--- config.mk ---
export PLATFORM = sky130hd
export DESIGN_NAME = perf_counter_csr
export DESIGN_NICKNAME = d
export VERILOG_FILES = /design/src/rtl/perf_ctr_pkg.sv /design/src/rtl/ctr_decode.sv /design/src/rtl/ctr_reg.sv /design/src/rtl/ctr_datapath.sv /design/src/rtl/perf_counter_csr.sv
export SDC_FILE = /design/constraint.sdc
export NUM_CORES = 1
export LEC_CHECK = 0
export BUFFER_PORTS_ARGS = -buffer_cell sky130_fd_sc_hd__buf_2
export CAP_MARGIN = 10
export CORE_ASPECT_RATIO = 1.5
export CORE_MARGIN = 2
export CORE_UTILIZATION = 35
export DETAILED_ROUTE_END_ITERATION = 10
export GPL_ROUTABILITY_DRIVEN = 0
export PLACE_DENSITY = 0.52
export SLEW_MARGIN = 20
export SYNTH_ARGS = -nofsm -noshare
export SYNTH_HDL_FRONTEND = slang
export SYNTH_SLANG_ARGS = --single-unit
export TNS_END_PERCENT = 100
--- constraint.sdc ---
create_clock -name clk -period 2.8 [get_ports clk]
set_clock_uncertainty 0.05 [all_clocks]
set_input_delay 0.14 -clock clk [delete_from_list [all_inputs] [get_ports clk]]
set_output_delay 0.14 -clock clk [all_outputs]
set_load 0.03 [all_outputs]
--- src/rtl/perf_ctr_pkg.sv ---
package perf_ctr_pkg;

  typedef enum logic [2:0] {
    SEL_NONE,
    SEL_CYC_LO,
    SEL_CYC_HI,
    SEL_RET_LO,
    SEL_RET_HI,
    SEL_TIME_LO,
    SEL_TIME_HI
  } rdSel_e;

  typedef struct packed {
    logic   wrCycLo;
    logic   wrCycHi;
    logic   wrRetLo;
    logic   wrRetHi;
    logic   readEn;
    rdSel_e rdSel;
  } ctrStrobe_t;

  localparam logic [11:0] ADDR_M_CYC_LO = 12'hB00;
  localparam logic [11:0] ADDR_M_RET_LO = 12'hB02;
  localparam logic [11:0] ADDR_M_CYC_HI = 12'hB80;
  localparam logic [11:0] ADDR_M_RET_HI = 12'hB82;
  localparam logic [11:0] ADDR_U_CYC_LO = 12'hC00;
  localparam logic [11:0] ADDR_U_TIM_LO = 12'hC01;
  localparam logic [11:0] ADDR_U_RET_LO = 12'hC02;
  localparam logic [11:0] ADDR_U_CYC_HI = 12'hC80;
  localparam logic [11:0] ADDR_U_TIM_HI = 12'hC81;
  localparam logic [11:0] ADDR_U_RET_HI = 12'hC82;

endpackage

--- src/rtl/ctr_decode.sv ---
module ctr_decode
  import perf_ctr_pkg::*;
#(
  parameter int XLEN = 32
) (
  input  logic        clk,
  input  logic        rstN,
  input  logic [11:0] csrAddr,
  input  logic        csrRead,
  input  logic        csrWrite,
  output ctrStrobe_t  strobe,
  output logic        csrHit,
  output logic        csrIllegal
);

  localparam bit HAS_HI = (XLEN == 32);

  logic   known;
  logic   readOnly;
  rdSel_e sel;
  logic   tgtCycLo, tgtCycHi, tgtRetLo, tgtRetHi;

  always_comb begin
    known    = 1'b0;
    readOnly = 1'b0;
    sel      = SEL_NONE;
    tgtCycLo = 1'b0;
    tgtCycHi = 1'b0;
    tgtRetLo = 1'b0;
    tgtRetHi = 1'b0;
    case (csrAddr)
      ADDR_M_CYC_LO: begin known = 1'b1; sel = SEL_CYC_LO; tgtCycLo = 1'b1; end
      ADDR_M_RET_LO: begin known = 1'b1; sel = SEL_RET_LO; tgtRetLo = 1'b1; end
      ADDR_M_CYC_HI: if (HAS_HI) begin known = 1'b1; sel = SEL_CYC_HI; tgtCycHi = 1'b1; end
      ADDR_M_RET_HI: if (HAS_HI) begin known = 1'b1; sel = SEL_RET_HI; tgtRetHi = 1'b1; end
      ADDR_U_CYC_LO: begin known = 1'b1; readOnly = 1'b1; sel = SEL_CYC_LO;  end
      ADDR_U_TIM_LO: begin known = 1'b1; readOnly = 1'b1; sel = SEL_TIME_LO; end
      ADDR_U_RET_LO: begin known = 1'b1; readOnly = 1'b1; sel = SEL_RET_LO;  end
      ADDR_U_CYC_HI: if (HAS_HI) begin known = 1'b1; readOnly = 1'b1; sel = SEL_CYC_HI;  end
      ADDR_U_TIM_HI: if (HAS_HI) begin known = 1'b1; readOnly = 1'b1; sel = SEL_TIME_HI; end
      ADDR_U_RET_HI: if (HAS_HI) begin known = 1'b1; readOnly = 1'b1; sel = SEL_RET_HI;  end
      default: ;
    endcase
  end

  always_comb begin
    strobe.wrCycLo = csrWrite & tgtCycLo;
    strobe.wrCycHi = csrWrite & tgtCycHi;
    strobe.wrRetLo = csrWrite & tgtRetLo;
    strobe.wrRetHi = csrWrite & tgtRetHi;
    strobe.readEn  = csrRead & known;
    strobe.rdSel   = sel;
    csrHit         = (csrRead | csrWrite) & known;
    csrIllegal     = csrWrite & known & readOnly;
  end


  ro_write_chk: assert property (@(posedge clk) disable iff (!rstN)
    csrIllegal |-> !(strobe.wrCycLo || strobe.wrCycHi || strobe.wrRetLo || strobe.wrRetHi));


  hit_gate_chk: assert property (@(posedge clk) disable iff (!rstN)
    !(csrRead || csrWrite) |-> (!csrHit && !strobe.readEn && !csrIllegal));

endmodule

--- src/rtl/ctr_reg.sv ---
module ctr_reg #(
  parameter int XLEN  = 32,
  parameter int CNT_W = 64
) (
  input  logic             clk,
  input  logic             rstN,
  input  logic             incEn,
  input  logic             wrLo,
  input  logic             wrHi,
  input  logic [XLEN-1:0]  wdata,
  output logic [CNT_W-1:0] count
);

  localparam int HALF = 32;
  localparam int HI_W = CNT_W - HALF;

  always_ff @(posedge clk or negedge rstN) begin
    if (!rstN) begin
      count <= '0;
    end else if (wrLo || wrHi) begin
      if (wrLo) count[XLEN-1:0]       <= wdata;
      if (wrHi) count[CNT_W-1:HALF]   <= wdata[HI_W-1:0];
    end else if (incEn) begin
      count <= count + 1'b1;
    end
  end


  inc_step_chk: assert property (@(posedge clk) disable iff (!rstN)
    (incEn && !wrLo && !wrHi) |=> count == $past(count) + 1'b1);


  idle_hold_chk: assert property (@(posedge clk) disable iff (!rstN)
    (!incEn && !wrLo && !wrHi) |=> $stable(count));


  hi_keep_chk: assert property (@(posedge clk) disable iff (!rstN)
    (wrHi && !wrLo) |=> count[HALF-1:0] == $past(count[HALF-1:0]));

  generate
    if (XLEN < CNT_W) begin : g_split

      lo_keep_chk: assert property (@(posedge clk) disable iff (!rstN)
        (wrLo && !wrHi) |=> count[CNT_W-1:XLEN] == $past(count[CNT_W-1:XLEN]));
    end
  endgenerate

endmodule

--- src/rtl/ctr_datapath.sv ---
module ctr_datapath
  import perf_ctr_pkg::*;
#(
  parameter int XLEN  = 32,
  parameter int CNT_W = 64
) (
  input  logic             clk,
  input  logic             rstN,
  input  logic             retirePulse,
  input  logic [CNT_W-1:0] timeIn,
  input  logic [XLEN-1:0]  csrWdata,
  input  ctrStrobe_t       strobe,
  output logic [XLEN-1:0]  csrRdata
);

  localparam int HALF = 32;

  logic [CNT_W-1:0] cycCount;
  logic [CNT_W-1:0] retCount;

  ctr_reg #(.XLEN(XLEN), .CNT_W(CNT_W)) u_cycReg (
    .clk   (clk),
    .rstN  (rstN),
    .incEn (1'b1),
    .wrLo  (strobe.wrCycLo),
    .wrHi  (strobe.wrCycHi),
    .wdata (csrWdata),
    .count (cycCount)
  );

  ctr_reg #(.XLEN(XLEN), .CNT_W(CNT_W)) u_retReg (
    .clk   (clk),
    .rstN  (rstN),
    .incEn (retirePulse),
    .wrLo  (strobe.wrRetLo),
    .wrHi  (strobe.wrRetHi),
    .wdata (csrWdata),
    .count (retCount)
  );

  always_comb begin
    csrRdata = '0;
    if (strobe.readEn) begin
      case (strobe.rdSel)
        SEL_CYC_LO:  csrRdata = cycCount[XLEN-1:0];
        SEL_CYC_HI:  csrRdata = XLEN'(cycCount[CNT_W-1:HALF]);
        SEL_RET_LO:  csrRdata = retCount[XLEN-1:0];
        SEL_RET_HI:  csrRdata = XLEN'(retCount[CNT_W-1:HALF]);
        SEL_TIME_LO: csrRdata = timeIn[XLEN-1:0];
        SEL_TIME_HI: csrRdata = XLEN'(timeIn[CNT_W-1:HALF]);
        default:     csrRdata = '0;
      endcase
    end
  end


  rd_quiet_chk: assert property (@(posedge clk) disable iff (!rstN)
    !strobe.readEn |-> csrRdata == '0);

endmodule

--- src/rtl/perf_counter_csr.sv ---
module perf_counter_csr
  import perf_ctr_pkg::*;
#(
  parameter int XLEN = 32
) (
  input  logic            clk,
  input  logic            rstN,
  input  logic            retirePulse,
  input  logic [63:0]     timeIn,
  input  logic [11:0]     csrAddr,
  input  logic            csrRead,
  input  logic            csrWrite,
  input  logic [XLEN-1:0] csrWdata,
  output logic [XLEN-1:0] csrRdata,
  output logic            csrHit,
  output logic            csrIllegal
);

  localparam int CNT_W = 64;

  ctrStrobe_t strobe;

  ctr_decode #(.XLEN(XLEN)) u_decode (
    .clk        (clk),
    .rstN       (rstN),
    .csrAddr    (csrAddr),
    .csrRead    (csrRead),
    .csrWrite   (csrWrite),
    .strobe     (strobe),
    .csrHit     (csrHit),
    .csrIllegal (csrIllegal)
  );

  ctr_datapath #(.XLEN(XLEN), .CNT_W(CNT_W)) u_datapath (
    .clk         (clk),
    .rstN        (rstN),
    .retirePulse (retirePulse),
    .timeIn      (timeIn),
    .csrWdata    (csrWdata),
    .strobe      (strobe),
    .csrRdata    (csrRdata)
  );

endmodule

; ---- After elaboration in Yosys (flattened, before gate mapping)
; Index checks and enable logic that the tools add are counted.
[word_totals]
register_bits = 128
latch_bits = 0
ram_bits = 0
mem_bits_ro = 0
output_inout_bits = 34
word_cells = 62
n_memories = 0
[classes]
addsub = 2
n_mul = 0
div = 0
magnitude_cmp = 0
n_eq_ne = 20
shifts = 0
mux = 16
bitwise_logic = 9
n_reduce_logical = 11
[op_table]
columns = op, count
row1 = $mux W64, 3
row2 = $pmux W32 S6, 1
row3 = $mux W32, 5
row4 = $add A64 B1 Y64 const B, 2
row5 = $eq A12 B12 Y1 const B, 10
row6 = $pmux W3 S6, 1
row7 = $reduce_or A10 Y1, 1
row8 = $eq A3 B3 Y1 const B, 3
row9 = $and A1 B1 Y1, 8
row10 = $ne A2 B2 Y1 const B, 4
row11 = $reduce_or A2 Y1, 4
row12 = $eq A3 B2 Y1 const B, 2
row13 = $mux W1, 6
row14 = $reduce_or A6 Y1, 1
row15 = $reduce_and A2 Y1, 2
row16 = $eq A3 B1 Y1 const B, 1
row17 = $logic_or A1 B1 Y1, 2
row18 = $reduce_bool A2 Y1, 1
row19 = $or A1 B1 Y1, 1

; ---- Depth between registers and ports, before layout
; Gate-level depths: netlist of the first run.
[depth]
depth_word = 6
ltp_mapped = 9
mapped_depth_nobuf = 7

; ---- Hierarchy
; From an unflattened synthesis of the first run, not the netlist that was laid out.
[unflattened]
hier_cells = 1313
area_unflattened_um2 = 10625.2
[by_module_without_submodules]
columns = mod, instances, cells_each, area_per_inst_um2
row1 = ctr_reg, 2, 530, 4254.1
row2 = ctr_datapath, 1, 211, 1844.3
row3 = ctr_decode, 1, 42, 272.8

; ---- Worst setup path before layout of the first run
; OpenSTA, ideal clock, no wires.
[synth_path]
kind = register to register
from = register u_datapath.u_retReg.count[0]
to = register u_datapath.u_retReg.count[54]
arrival_ps = 2336
t_required_ps = 2685
slack_ps = 349
stages_incl_launch_ff = 8
synth_period_minus_slack_ps = 2451
cell_sequence = dfrtp_1 > ha_1 > nand4_4 > nor4_4 > nand4_4 > or4_4 > a211oi_2 > o22a_1
[synth_between]
elab_chain_len = 3
[synth_lines]
columns = element, line
row1 = from (decl), ctr_reg.sv:11  ; output logic [CNT_W-1:0] count
row2 = "from (signal, indexed assignment)", ctr_reg.sv:21  ; if (wrLo) count[XLEN-1:0] <= wdata;
row3 = "from (signal, indexed assignment)", ctr_reg.sv:22  ; if (wrHi) count[CNT_W-1:HALF] <= wdata[HI_W-1:0];
row4 = from (signal assigned), ctr_reg.sv:24  ; count <= count + 1'b1;
row5 = $add A64 B1 Y64, ctr_reg.sv:24
row6 = $mux W64, ctr_reg.sv:23  ; end else if (incEn) begin
row7 = $mux W64, ctr_reg.sv:20  ; end else if (wrLo || wrHi) begin
; No other way between the ends. The select of a mux whose other input is x is not followed.
; A chain may end at the register's enable or synchronous reset.

; ---- Final worst setup path of the first run
[layout_path]
from = register u_datapath.u_cycReg.count[16]
to = register u_datapath.u_cycReg.count[58]
[layout_between]
elab_chain_len = 2
[layout_lines]
columns = element, line
row1 = from (decl), ctr_reg.sv:11
row2 = "from (signal, indexed assignment)", ctr_reg.sv:21
row3 = "from (signal, indexed assignment)", ctr_reg.sv:22
row4 = from (signal assigned), ctr_reg.sv:24
row5 = $add A64 B1 Y64, ctr_reg.sv:24
row6 = $mux W64, ctr_reg.sv:20
; No other way between the ends.

==> impl_metrics.py, run 1 <==
metrics = {
    "clock_tree": {
        "cts_tree": "done",
        "root_buffer": "clkbuf_16",
        "htree_num_levels": 4,
        "path_clk_slew_ns": 0.06,
        "cts_buffer_depth": 2,
        "worst_skew_pair.late_latency_ns": 0.43,
        "numCtsBuffers": 17,
        "cts_sinks": 128,
    },
    "yosys": {
        "synth_top_cell_by_area": "dfrtp_1",
        "ys_warn_count": 0,
        "synth_xor_area_share_pct": 0.2736,
        "synth_edf_count": 0,
        "syn_inst": 1221,
        "avgSynthCellArea_um2": 7.866,
        "postSynthNetCount": 1336,
        "synth_most_common_cell": "nor2_1",
        "synth_mux_area_share_pct": 4.273,
        "synth_common_cells": "nor2_1, dfrtp_1, a21oi_1",
        "synth_fa_ha_area_share_pct": 0.2606,
        "synth_seq_cells": 128,
        "synth_top_flop_cell": "dfrtp_1",
        "ys_top_cells_by_area": "dfrtp_1, a21oi_1, nor2_1",
        "ys_async_sr_fraction_pct": 100.0,
        "synth-simple-area-share_pct": 26.60,
        "synth_compound_area_share_pct": 30.81,
        "synth_top_family_by_area": "compound AO/OA/AOI/OAI gates",
        "yosysSeqAreaShare_pct": 33.35,
        "syn-cell-area_um2": 9604,
        "ys_types": 73,
        "netlist.area_leader.share_pct": 33.35,
    },
    "floorplanning": {
        "core_um2": 27130,
        "die_x_um": 139.3,
        "initial_core_util_pct": 35.40,
        "rows": 74,
        "io_pins": 147,
        "dieArea_um2": 28810,
        "die_height_um": 206.9,
    },
    "finish": {
        "fin_area_um2": 12090,
        "fillers": 2757,
        "fin_util_pct": 44.57,
        "stdcell_count": 1761,
        "ff_latch_area_um2": 3203,
        "layout-drive-gt1-share_pct": 21.42,
        "num_antenna_cells": 0,
        "multi_input_area_um2": 6027,
        "area_growth_pct": 25.89,
        "nets": 1522,
    },
    "drt": {
        "drc": 0,
        "wl_per_cell_um": 25.62,
        "antenna_left": 0,
        "drt-vias-per-instance": 6.437,
        "drt_iter0_markers": 1194,
        "totalWireLength_um": 45110,
        "vias": 11336,
        "dr.pass1.iters": 6,
    },
    "sta": {
        "finalSetupViolCount": 0,
        "rsz0062_at_grt": "false",
        "max_freq_ghz": 0.3759,
        "maxSlewHeadroom_pct": 57.65,
        "finalCriticalPeriod_ns": 2.661,
        "finalSetupTns_ns": 0,
        "hold_viol": 0,
        "worst-slew-pin-transition_ns": 0.6352,
        "report.final.slew_viol_count": 0,
        "post-route-period-util_pct": 95.02,
    },
    "placement": {
        "port_buffers": 146,
        "dpl.hpwl_um": 33270,
        "place_area_um2": 11280,
        "dpl.cell_count": 1709,
    },
    "global_route": {
        "grt_pass1_wl_um": 67280,
        "antenna_found_initial": 0,
        "grt_pass1_vias": 10776,
        "grt_usage_pct": 31.00,
        "grt_max_degree": 75,
        "grt-ovfl-total": 0,
    },
    "worst_setup_path": {
        "crit_fanout": 9,
        "critical_path_class": "reg2reg",
        "start_kind": "flip-flop",
        "arrival_ns": 2.95,
        "worstPathRequired_ns": 3.09,
        "end_kind": "flip-flop",
    },
    "flow_run": {
        "max_cap_viol_count": 0,
    },
    "power_and_ir_drop": {
        "p_leak_nw": 4.920,
        "vdd_ir_drop_max_mv": 0.4051,
        "power_mw": 5.490,
        "p_per_area_nw_per_um2": 454.1,
    },
    "hold_path": {
        "min_path_type": "in2reg",
    },
    "outcome": {
        "outcome": "complete, no violations",
    },
}
## worst max-delay path, stage by stage (launching register included)
cell and delay, ns:
dfrtp_1 0.48, nand4_1 0.40, nor4_4 0.43, nand4_2 0.17
buf_4 0.22, or3_4 0.41, o21a_1 0.20, a211oi_1 0.22
## cell families (layout without fill, tap and decap cells)
| family | count (synthesis) | count (layout) |
|---|---|---|
| AND/OR/NAND/NOR | 492 | 492 |
| flip-flops | 128 | 128 |
| buffers and inverters | 106 | 304 |
| AO/OA/AOI/OAI | 449 | 449 |
| multiplexers | 41 | 41 |
| adder cells (fa/ha/maj) | 2 | 2 |
| XOR/XNOR | 3 | 3 |
## flip-flops by register name, indices dropped and copies added, names as in the netlist
| register | cells |
|---|---|
| u_datapath.u_retReg.count | 64 |
| u_datapath.u_cycReg.count | 64 |
## where the power goes
part	internal [mW]	leakage, nW	switching, mW
Clock	1.44	0.296	0.879
Combinational	0.356	3.09	0.551
Sequential	2.00	1.53	0.255
## cell usage in the layout, fill, tap and decap left out, types with 8 or more instances in the layout
cell type	netlist	final
nor2_1	154	153
buf_2	19	145
dfrtp_1	128	128
a21oi_1	127	127
nand2_1	115	114
buf_4	1	74
o21ai_0	69	69
o22ai_1	53	53
nand3_1	51	50
mux2i_1	41	41
nand4_1	38	38
a221oi_1	32	32
a22oi_1	32	32
nor3_1	32	30
a211oi_1	29	29
o32ai_1	25	25
and3_1	19	19
inv_1	19	19
dlygate4sd3_1	0	19
clkbuf_16	0	17
buf_12	0	14
nor2b_1	11	11
or3_1	10	10
nor4_1	11	10
a31oi_1	9	9
o22a_1	9	9
a311oi_1	8	8
## routing by layer
layer	wire [um]	up-vias	GRT usage, %
met5	0	-	0
met4	2200	0	15.15
met3	2863	118	5.283
met2	22210	546	52.82
met1	17840	5580	38.12
li1	-	5092	-
## path summary, 6_finish.rpt
kind                            slack [ns]  depth (start not counted)                     startpoint                             to
worst min-delay path                 0.008                          3                   csrWdata[22]  u_datapath.u_cycReg.count[22]
worst max register to register        0.14                          7  u_datapath.u_cycReg.count[16]  u_datapath.u_cycReg.count[58]
worst min register to register        0.48                          1  u_datapath.u_retReg.count[54]  u_datapath.u_retReg.count[54]
max in group asynchronous             1.67                          3                           rstN  u_datapath.u_retReg.count[15]
worst max-delay path                  0.14                          7  u_datapath.u_cycReg.count[16]  u_datapath.u_cycReg.count[58]
min in group asynchronous             0.19                          2                           rstN   u_datapath.u_cycReg.count[9]
## cell type report
cell class,count,share of cell area [%]
sequential,128,26.49
clock buffer,26,4.295
clock inverter,5,0.6209
tap,342,3.539
timing repair buffer,253,14.58
inverter,20,0.6209
multi-input combinational,987,49.85
## metrics by stage
stage | setup WS [ns] | hold WS [ns]
2_1_floorplan | 0.3494 | -0.2056
3_3_place_gp | 0.1608 | 0.1273
3_5_place_dp | 0.1247 | 0.1267
4_1_cts | 0.1000 | 0.002966
5_1_grt | 0.03741 | 0.01980
6_report | 0.1395 | 0.008022
## what timing repair did
action	4_1_cts	5_1_grt
resized for setup	0	2
endpoints found under the hold margin	80	0
setup buffers	0	2
hold buffers	19	0
setup endpoints to repair	0	8
Note: power is estimated with default switching activity, not from simulation.
==> run 2, diff against run 1 <==
--- a/config.mk
+++ b/config.mk
@@ -5,6 +5,7 @@
 export SDC_FILE = /design/constraint.sdc
 export NUM_CORES = 1
 export LEC_CHECK = 0
+export ABC_AREA = 1
 export BUFFER_PORTS_ARGS = -buffer_cell sky130_fd_sc_hd__buf_2
 export CAP_MARGIN = 10
 export CORE_ASPECT_RATIO = 1.5
@@ -12,7 +13,7 @@
 export CORE_UTILIZATION = 35
 export DETAILED_ROUTE_END_ITERATION = 10
 export GPL_ROUTABILITY_DRIVEN = 0
-export PLACE_DENSITY = 0.52
+export PLACE_DENSITY = 0.51
 export SLEW_MARGIN = 20
 export SYNTH_ARGS = -nofsm -noshare
 export SYNTH_HDL_FRONTEND = slang
==> run 2 against run 1 <==
Net effect:
- via count rose by 29%
- clock power fell by 7%
- die area rose by 24%
- critical path type unchanged
- final area rose by 15%
- clock-buffer cell count fell by 4
- setup slack got worse by 0.050 ns
- global-route usage rose by 2.4 points
- largest power group is now registers
- sequential share of layout area fell by 3.4 points
- sequential power rose by 8%
- cell count rose by 49%
- utilization fell by 3.2 points
==> impl_metrics.py, run 2 <==
metrics = {
    "outcome": {
        "outcome": "complete, no violations",
    },
    "worst_setup_path": {
        "slowest_delay_ns": 0.70,
        "path_common_cell": "nand2_1",
        "worstPathCellList": "nand2_1 -> nor3_1 -> nand2_1 -> nor2_1 -> nand3_1 -> xor2_1 -> nand2_1 -> a21oi_1",
        "start_kind": "flip-flop",
        "worstPathRequired_ns": 3.13,
        "critPathSlowestCell": "nor3_1",
        "end_kind": "flip-flop",
        "critical_path_class": "reg2reg",
        "arrival_ns": 3.04,
        "crit_fanout": 4,
    },
    "floorplanning": {
        "core_um2": 33550,
        "die_x_um": 154.9,
        "die_height_um": 230.4,
        "initial_core_util_pct": 35.64,
        "dieArea_um2": 35690,
        "rows": 82,
        "io_pins": 147,
    },
    "sta": {
        "max_freq_ghz": 0.3689,
        "hold_viol": 0,
        "hold_slack_ns": 0.03091,
        "post-route-period-util_pct": 96.80,
        "rsz0062_at_grt": "false",
        "finalSetupViolCount": 0,
        "finalCriticalPeriod_ns": 2.710,
        "report.final.slew_viol_count": 0,
        "finalSetupTns_ns": 0,
        "worst-slew-pin-transition_ns": 0.8729,
        "maxSlewHeadroom_pct": 41.36,
    },
    "drt": {
        "totalWireLength_um": 59570,
        "vias": 14638,
        "dr.pass1.iters": 6,
        "drt-vias-per-instance": 5.568,
        "drc": 0,
        "antenna_left": 0,
        "wl_per_cell_um": 22.66,
        "drt_iter0_markers": 1399,
    },
    "global_route": {
        "grt_usage_pct": 33.38,
        "grt_pass1_wl_um": 88030,
        "grt_pass1_vias": 14366,
        "antenna_found_initial": 0,
        "grt_max_degree": 53,
        "grt-ovfl-total": 0,
    },
    "clock_tree": {
        "worst_skew_pair.late_latency_ns": 0.45,
        "cts_buffer_depth": 2,
        "htree_num_levels": 4,
        "root_buffer": "clkbuf_16",
        "cts_tree": "done",
        "numCtsBuffers": 17,
        "path_clk_slew_ns": 0.06,
        "cts_sinks": 128,
    },
    "yosys": {
        "synth-simple-area-share_pct": 42.74,
        "synth_fa_ha_area_share_pct": 0.2093,
        "ys_warn_count": 0,
        "synth_mux_area_share_pct": 0,
        "synth_seq_cells": 128,
        "synth_common_cells": "nand2_1, nor2_1, inv_1",
        "synth_xor_area_share_pct": 3.076,
        "synth_most_common_cell": "nand2_1",
        "synth_compound_area_share_pct": 15.49,
        "syn-cell-area_um2": 11960,
        "syn_inst": 2052,
        "postSynthNetCount": 2167,
        "synth_top_flop_cell": "dfrtp_1",
        "netlist.area_leader.share_pct": 26.79,
        "avgSynthCellArea_um2": 5.827,
        "ys_types": 41,
        "synth_top_cell_by_area": "dfrtp_1",
        "synth_top_family_by_area": "simple AND/OR/NAND/NOR gates",
        "synth_edf_count": 0,
        "yosysSeqAreaShare_pct": 26.79,
        "ys_async_sr_fraction_pct": 100.0,
        "ys_top_cells_by_area": "dfrtp_1, nand2_1, nor2_1",
    },
    "power_and_ir_drop": {
        "p_comb_share_pct": 25.0,
        "p_leak_nw": 6.699,
        "p_per_area_nw_per_um2": 442.9,
        "sw_frac_of_total_pct": 37.97,
        "clockPowerShare_pct": 35.1,
        "vdd_ir_drop_max_mv": 0.3407,
        "p_sw_mw": 2.335,
        "p_int_mw": 3.815,
        "p_seq_share_pct": 39.9,
    },
    "placement": {
        "dpl.hpwl_um": 47080,
        "port_buffers": 146,
    },
    "flow_run": {
        "max_cap_viol_count": 0,
    },
    "finish": {
        "nets": 2313,
        "ff_latch_area_um2": 3203,
        "layout-drive-gt1-share_pct": 13.08,
        "num_antenna_cells": 0,
        "multi_input_area_um2": 7385,
        "area_growth_pct": 16.12,
        "final_common_cell": "nand2_1",
        "reg_top3": "u_datapath.u_cycReg.count x64, u_datapath.u_retReg.count x64",
        "fin_util_pct": 41.39,
        "final_cell_mix": "nand2_1, nor2_1, inv_1, buf_2, dfrtp_1",
        "fillers": 3784,
    },
    "hold_path": {
        "min_path_type": "in2reg",
    },
}
run 2: area by class of cell:
type / count / area share, %
Timing Repair Buffer: 192 / 8.623
Clock inverter: 8 / 0.4686
Clock buffer: 22 / 3.343
Multi-Input combinational cell: 1581 / 53.18
Tap cell: 420 / 3.784
Inverter: 278 / 7.533
Sequential cell: 128 / 23.07
run 2: repair_timing:
item                                    in CTS  in global routing
resized for setup                            0                  2
hold endpoints to repair                    63                  0
hold buffers                                11                  0
setup buffers                                0                  0
endpoints found under the setup margin       0                  3
run 2: power groups by stage:
stage / registers, mW / logic (mW) / clock network [mW]
6_report: 2.45 / 1.54 / 2.16
5_1_grt: 2.47 / 1.71 / 2.24
4_1_cts: 2.44 / 1.50 / 2.17
3_5_place_dp: 2.46 / 1.48 / 0
3_3_place_gp: 2.46 / 1.47 / 0
2_1_floorplan: 2.33 / 0.964 / 0
run 2: per-stage QoR:
| stage | worst slack, ns | area, um2 | power (mW) | std cells |
|---|---|---|---|---|
| 6_report | 0.08960 | 13890 | 6.150 | 2629 |
| 5_1_grt | 0.04571 | 13890 | 6.428 | 2629 |
| 4_1_cts | 0.06380 | 13880 | 6.106 | 2629 |
| 3_5_place_dp | 0.08164 | 13240 | 3.943 | 2588 |
| 3_3_place_gp | 0.08513 | 13240 | 3.936 | 2588 |
| 2_1_floorplan | 0.9839 | 11960 | 3.297 | 2052 |
run 2: worst paths after layout:
| path | start | end | slack (ns) | cells after the start |
|---|---|---|---|---|
| min | csrWdata[24] | u_datapath.u_retReg.count[24] | 0.03 | 3 |
| max | u_datapath.u_retReg.count[34] | u_datapath.u_retReg.count[38] | 0.09 | 8 |
| min reg2reg | u_datapath.u_retReg.count[43] | u_datapath.u_retReg.count[43] | 0.43 | 2 |
| min in group asynchronous | rstN | u_datapath.u_cycReg.count[61] | 0.18 | 2 |
| max in group asynchronous | rstN | u_datapath.u_cycReg.count[2] | 1.68 | 3 |
| max reg2reg | u_datapath.u_retReg.count[34] | u_datapath.u_retReg.count[38] | 0.09 | 8 |
run 2: per-layer routing:
| layer | wire length (um) | track usage (%) | part of all wire, % |
|---|---|---|---|
| met1 | 21790 | 37.34 | 37 |
| met2 | 29800 | 58.68 | 50 |
| met3 | 3158 | 3.510 | 5.3 |
| met4 | 4828 | 23.87 | 8.1 |
| met5 | 0 | 0 | 0 |
run 2: critical path, delay by kind of cell, from the launching register on:
family           cells  cell delay, ns
AND/OR/NAND/NOR      6            1.69
XOR/XNOR             1            0.21
flip-flops           1            0.52
AO/OA/AOI/OAI        1            0.16
run 2: cells by family after synthesis:
family	count (synthesis)
buffers and inverters	343
xor gates and xnor gates	42
adders and majority gates	2
DFF	128
AOI/OAI and AO/OA	324
and+or+nand+nor	1213
==> run 3, diff against run 2 <==
--- a/config.mk
+++ b/config.mk
@@ -14,6 +14,7 @@
 export DETAILED_ROUTE_END_ITERATION = 10
 export GPL_ROUTABILITY_DRIVEN = 0
 export PLACE_DENSITY = 0.51
+export RECOVER_POWER = 100
 export SLEW_MARGIN = 20
 export SYNTH_ARGS = -nofsm -noshare
 export SYNTH_HDL_FRONTEND = slang
==> run 3 against run 2 <==
Net effect:
- maximum frequency increased by 2.0%
- utilization decreased by 0.53 points
- sequential cell count unchanged
- largest power group unchanged
- critical path depth unchanged
- final area decreased by 1.3%
- the flow now finishes with violations (capacitance limit, slew limit)
- clock-buffer cell count unchanged
- setup slack improved by 0.053 ns
==> impl_metrics.py, run 3 (synthesized netlist as in run 2, its figures left out) <==
metrics = {
    "power_and_ir_drop": {
        "clockPowerShare_pct": 35.2,
        "sw_frac_of_total_pct": 37.93,
        "vdd_ir_drop_max_mv": 0.3453,
        "p_comb_share_pct": 24.8,
        "p_int_mw": 3.809,
        "p_leak_nw": 6.573,
        "p_seq_share_pct": 40.0,
        "p_per_area_nw_per_um2": 447.6,
        "p_sw_mw": 2.327,
        "power_mw": 6.136,
    },
    "worst_setup_path": {
        "rr_startpoint": "u_datapath.u_retReg.count[34]",
        "worstPathRequired_ns": 3.13,
        "crit_fanout": 4,
        "critPathSlowestCell": "nor3_1",
        "critical_path_class": "reg2reg",
        "slowest_delay_ns": 0.70,
        "start_kind": "flip-flop",
        "worstRegToRegCells": 8,
        "arrival_ns": 2.99,
        "rr_endpoint": "u_datapath.u_retReg.count[38]",
        "worstPathCellList": "nand2_1 -> nor3_1 -> nand2_1 -> nor2_1 -> nand3_1 -> xor2_1 -> nand2_1 -> a21oi_1",
        "r2r_slack_ns": 0.14,
        "end_kind": "flip-flop",
        "path_common_cell": "nand2_1",
    },
    "clock_tree": {
        "cts_sinks": 128,
        "cts_tree": "done",
        "worst_skew_pair.late_latency_ns": 0.46,
        "cts_setup_buffers": 0,
        "cts_buffer_depth": 2,
        "numCtsBuffers": 17,
        "path_clk_slew_ns": 0.06,
        "root_buffer": "clkbuf_16",
        "htree_num_levels": 4,
    },
    "drt": {
        "wl_per_cell_um": 22.71,
        "drt-vias-per-instance": 5.566,
        "dr.pass1.iters": 6,
        "vias": 14632,
        "drt_iter0_markers": 1414,
        "totalWireLength_um": 59710,
        "antenna_left": 0,
        "drc": 0,
    },
    "hold_path": {
        "min_path_type": "in2reg",
        "hold_end": "u_datapath.u_retReg.count[24]",
        "hold_depth": 3,
        "hold_start": "csrWdata[24]",
    },
    "placement": {
        "port_buffers": 146,
        "dpl.cell_count": 2588,
        "dpl_worst_slack_ns": 0.08164,
        "dpl.hpwl_um": 47080,
        "place_area_um2": 13240,
    },
    "global_route": {
        "grt_pass1_vias": 14366,
        "grt_usage_pct": 33.38,
        "antenna_found_initial": 0,
        "grt_max_degree": 53,
        "grt_pass1_wl_um": 88030,
        "grt-ovfl-total": 0,
    },
    "finish": {
        "final_cell_mix": "nand2_1, nor2_1, inv_1, dfrtp_1",
        "area_growth_pct": 14.65,
        "layout-drive-gt1-share_pct": 10.32,
        "reg_top3": "u_datapath.u_cycReg.count x64, u_datapath.u_retReg.count x64",
        "fin_util_pct": 40.86,
        "nets": 2313,
        "final_common_cell": "nand2_1",
        "num_antenna_cells": 0,
        "stdcell_count": 2629,
        "fin_area_um2": 13710,
    },
    "floorplanning": {
        "io_pins": 147,
        "die_x_um": 154.9,
        "core_um2": 33550,
        "die_height_um": 230.4,
        "dieArea_um2": 35690,
        "rows": 82,
        "initial_core_util_pct": 35.64,
    },
    "sta": {
        "maxSlewHeadroom_pct": -2.641,
        "finalSetupViolCount": 0,
        "post-route-period-util_pct": 94.90,
        "hold_slack_ns": 0.03507,
        "finalSetupTns_ns": 0,
        "report.final.slew_viol_count": 52,
        "finalCriticalPeriod_ns": 2.657,
        "rsz0062_at_grt": "false",
        "setup_ws_ns": 0.1427,
        "max_freq_ghz": 0.3763,
        "worst-slew-pin-transition_ns": 1.540,
        "hold_viol": 0,
    },
    "flow_run": {
        "max_cap_viol_count": 1,
    },
    "outcome": {
        "violations": "capacitance limit, slew limit",
        "outcome": "finished with violations",
    },
}
-- run 3: power groups by stage --
stage	combinational, mW	sequential [mW]	clock (mW)
after global routing	1.70	2.47	2.24
after global placement	1.47	2.46	0
final	1.52	2.45	2.16
after detailed placement	1.48	2.46	0
after floorplan	0.964	2.33	0
after CTS	1.50	2.44	2.17
-- run 3: worst max-delay path: cells and delay by family (launching register included) --
kind,cells,cell delay [ns]
xor gates and xnor gates,1,0.21
and+or+nand+nor,6,1.67
AOI/OAI and AO/OA,1,0.16
DFF,1,0.49
-- run 3: how the worst max path moves through the flow --
stage / start / to / cells after the start
final: u_datapath.u_retReg.count[34] / u_datapath.u_retReg.count[38] / 8
after global routing: u_datapath.u_cycReg.count[27] / u_datapath.u_cycReg.count[53] / 10
after CTS: u_datapath.u_retReg.count[31] / u_datapath.u_retReg.count[37] / 8
after detailed placement: u_datapath.u_retReg.count[31] / u_datapath.u_retReg.count[37] / 8
after global placement: u_datapath.u_retReg.count[31] / u_datapath.u_retReg.count[37] / 8
after floorplan: u_datapath.u_cycReg.count[0] / u_datapath.u_cycReg.count[32] / 9
-- run 3: what timing repair did --
item,in CTS,in global routing
hold endpoints to repair,63,0
hold buffers,11,0
gates resized for setup,0,2
setup endpoints to repair,0,3
-- run 3: per-layer routing --
metal / share of wire (%) / vias to the layer above / track usage (%) / routed length, um
li1: - / 6866 / - / -
met1: 36 / 6847 / 37.34 / 21710
met2: 50 / 708 / 58.68 / 29690
met3: 5.7 / 211 / 3.510 / 3381
met4: 8.2 / 0 / 23.87 / 4920
met5: 0 / - / 0 / 0
-- run 3: layout make-up --
type / count / area, um2
flip-flops and latches: 128 / 3203
clock buffers: 22 / 464.2
clock inverters: 8 / 65.06
well taps: 420 / 525.5
inverters: 278 / 1044
repair buffers: 192 / 1137
multi-input cells: 1581 / 7271
fillers: 3812 / 19840
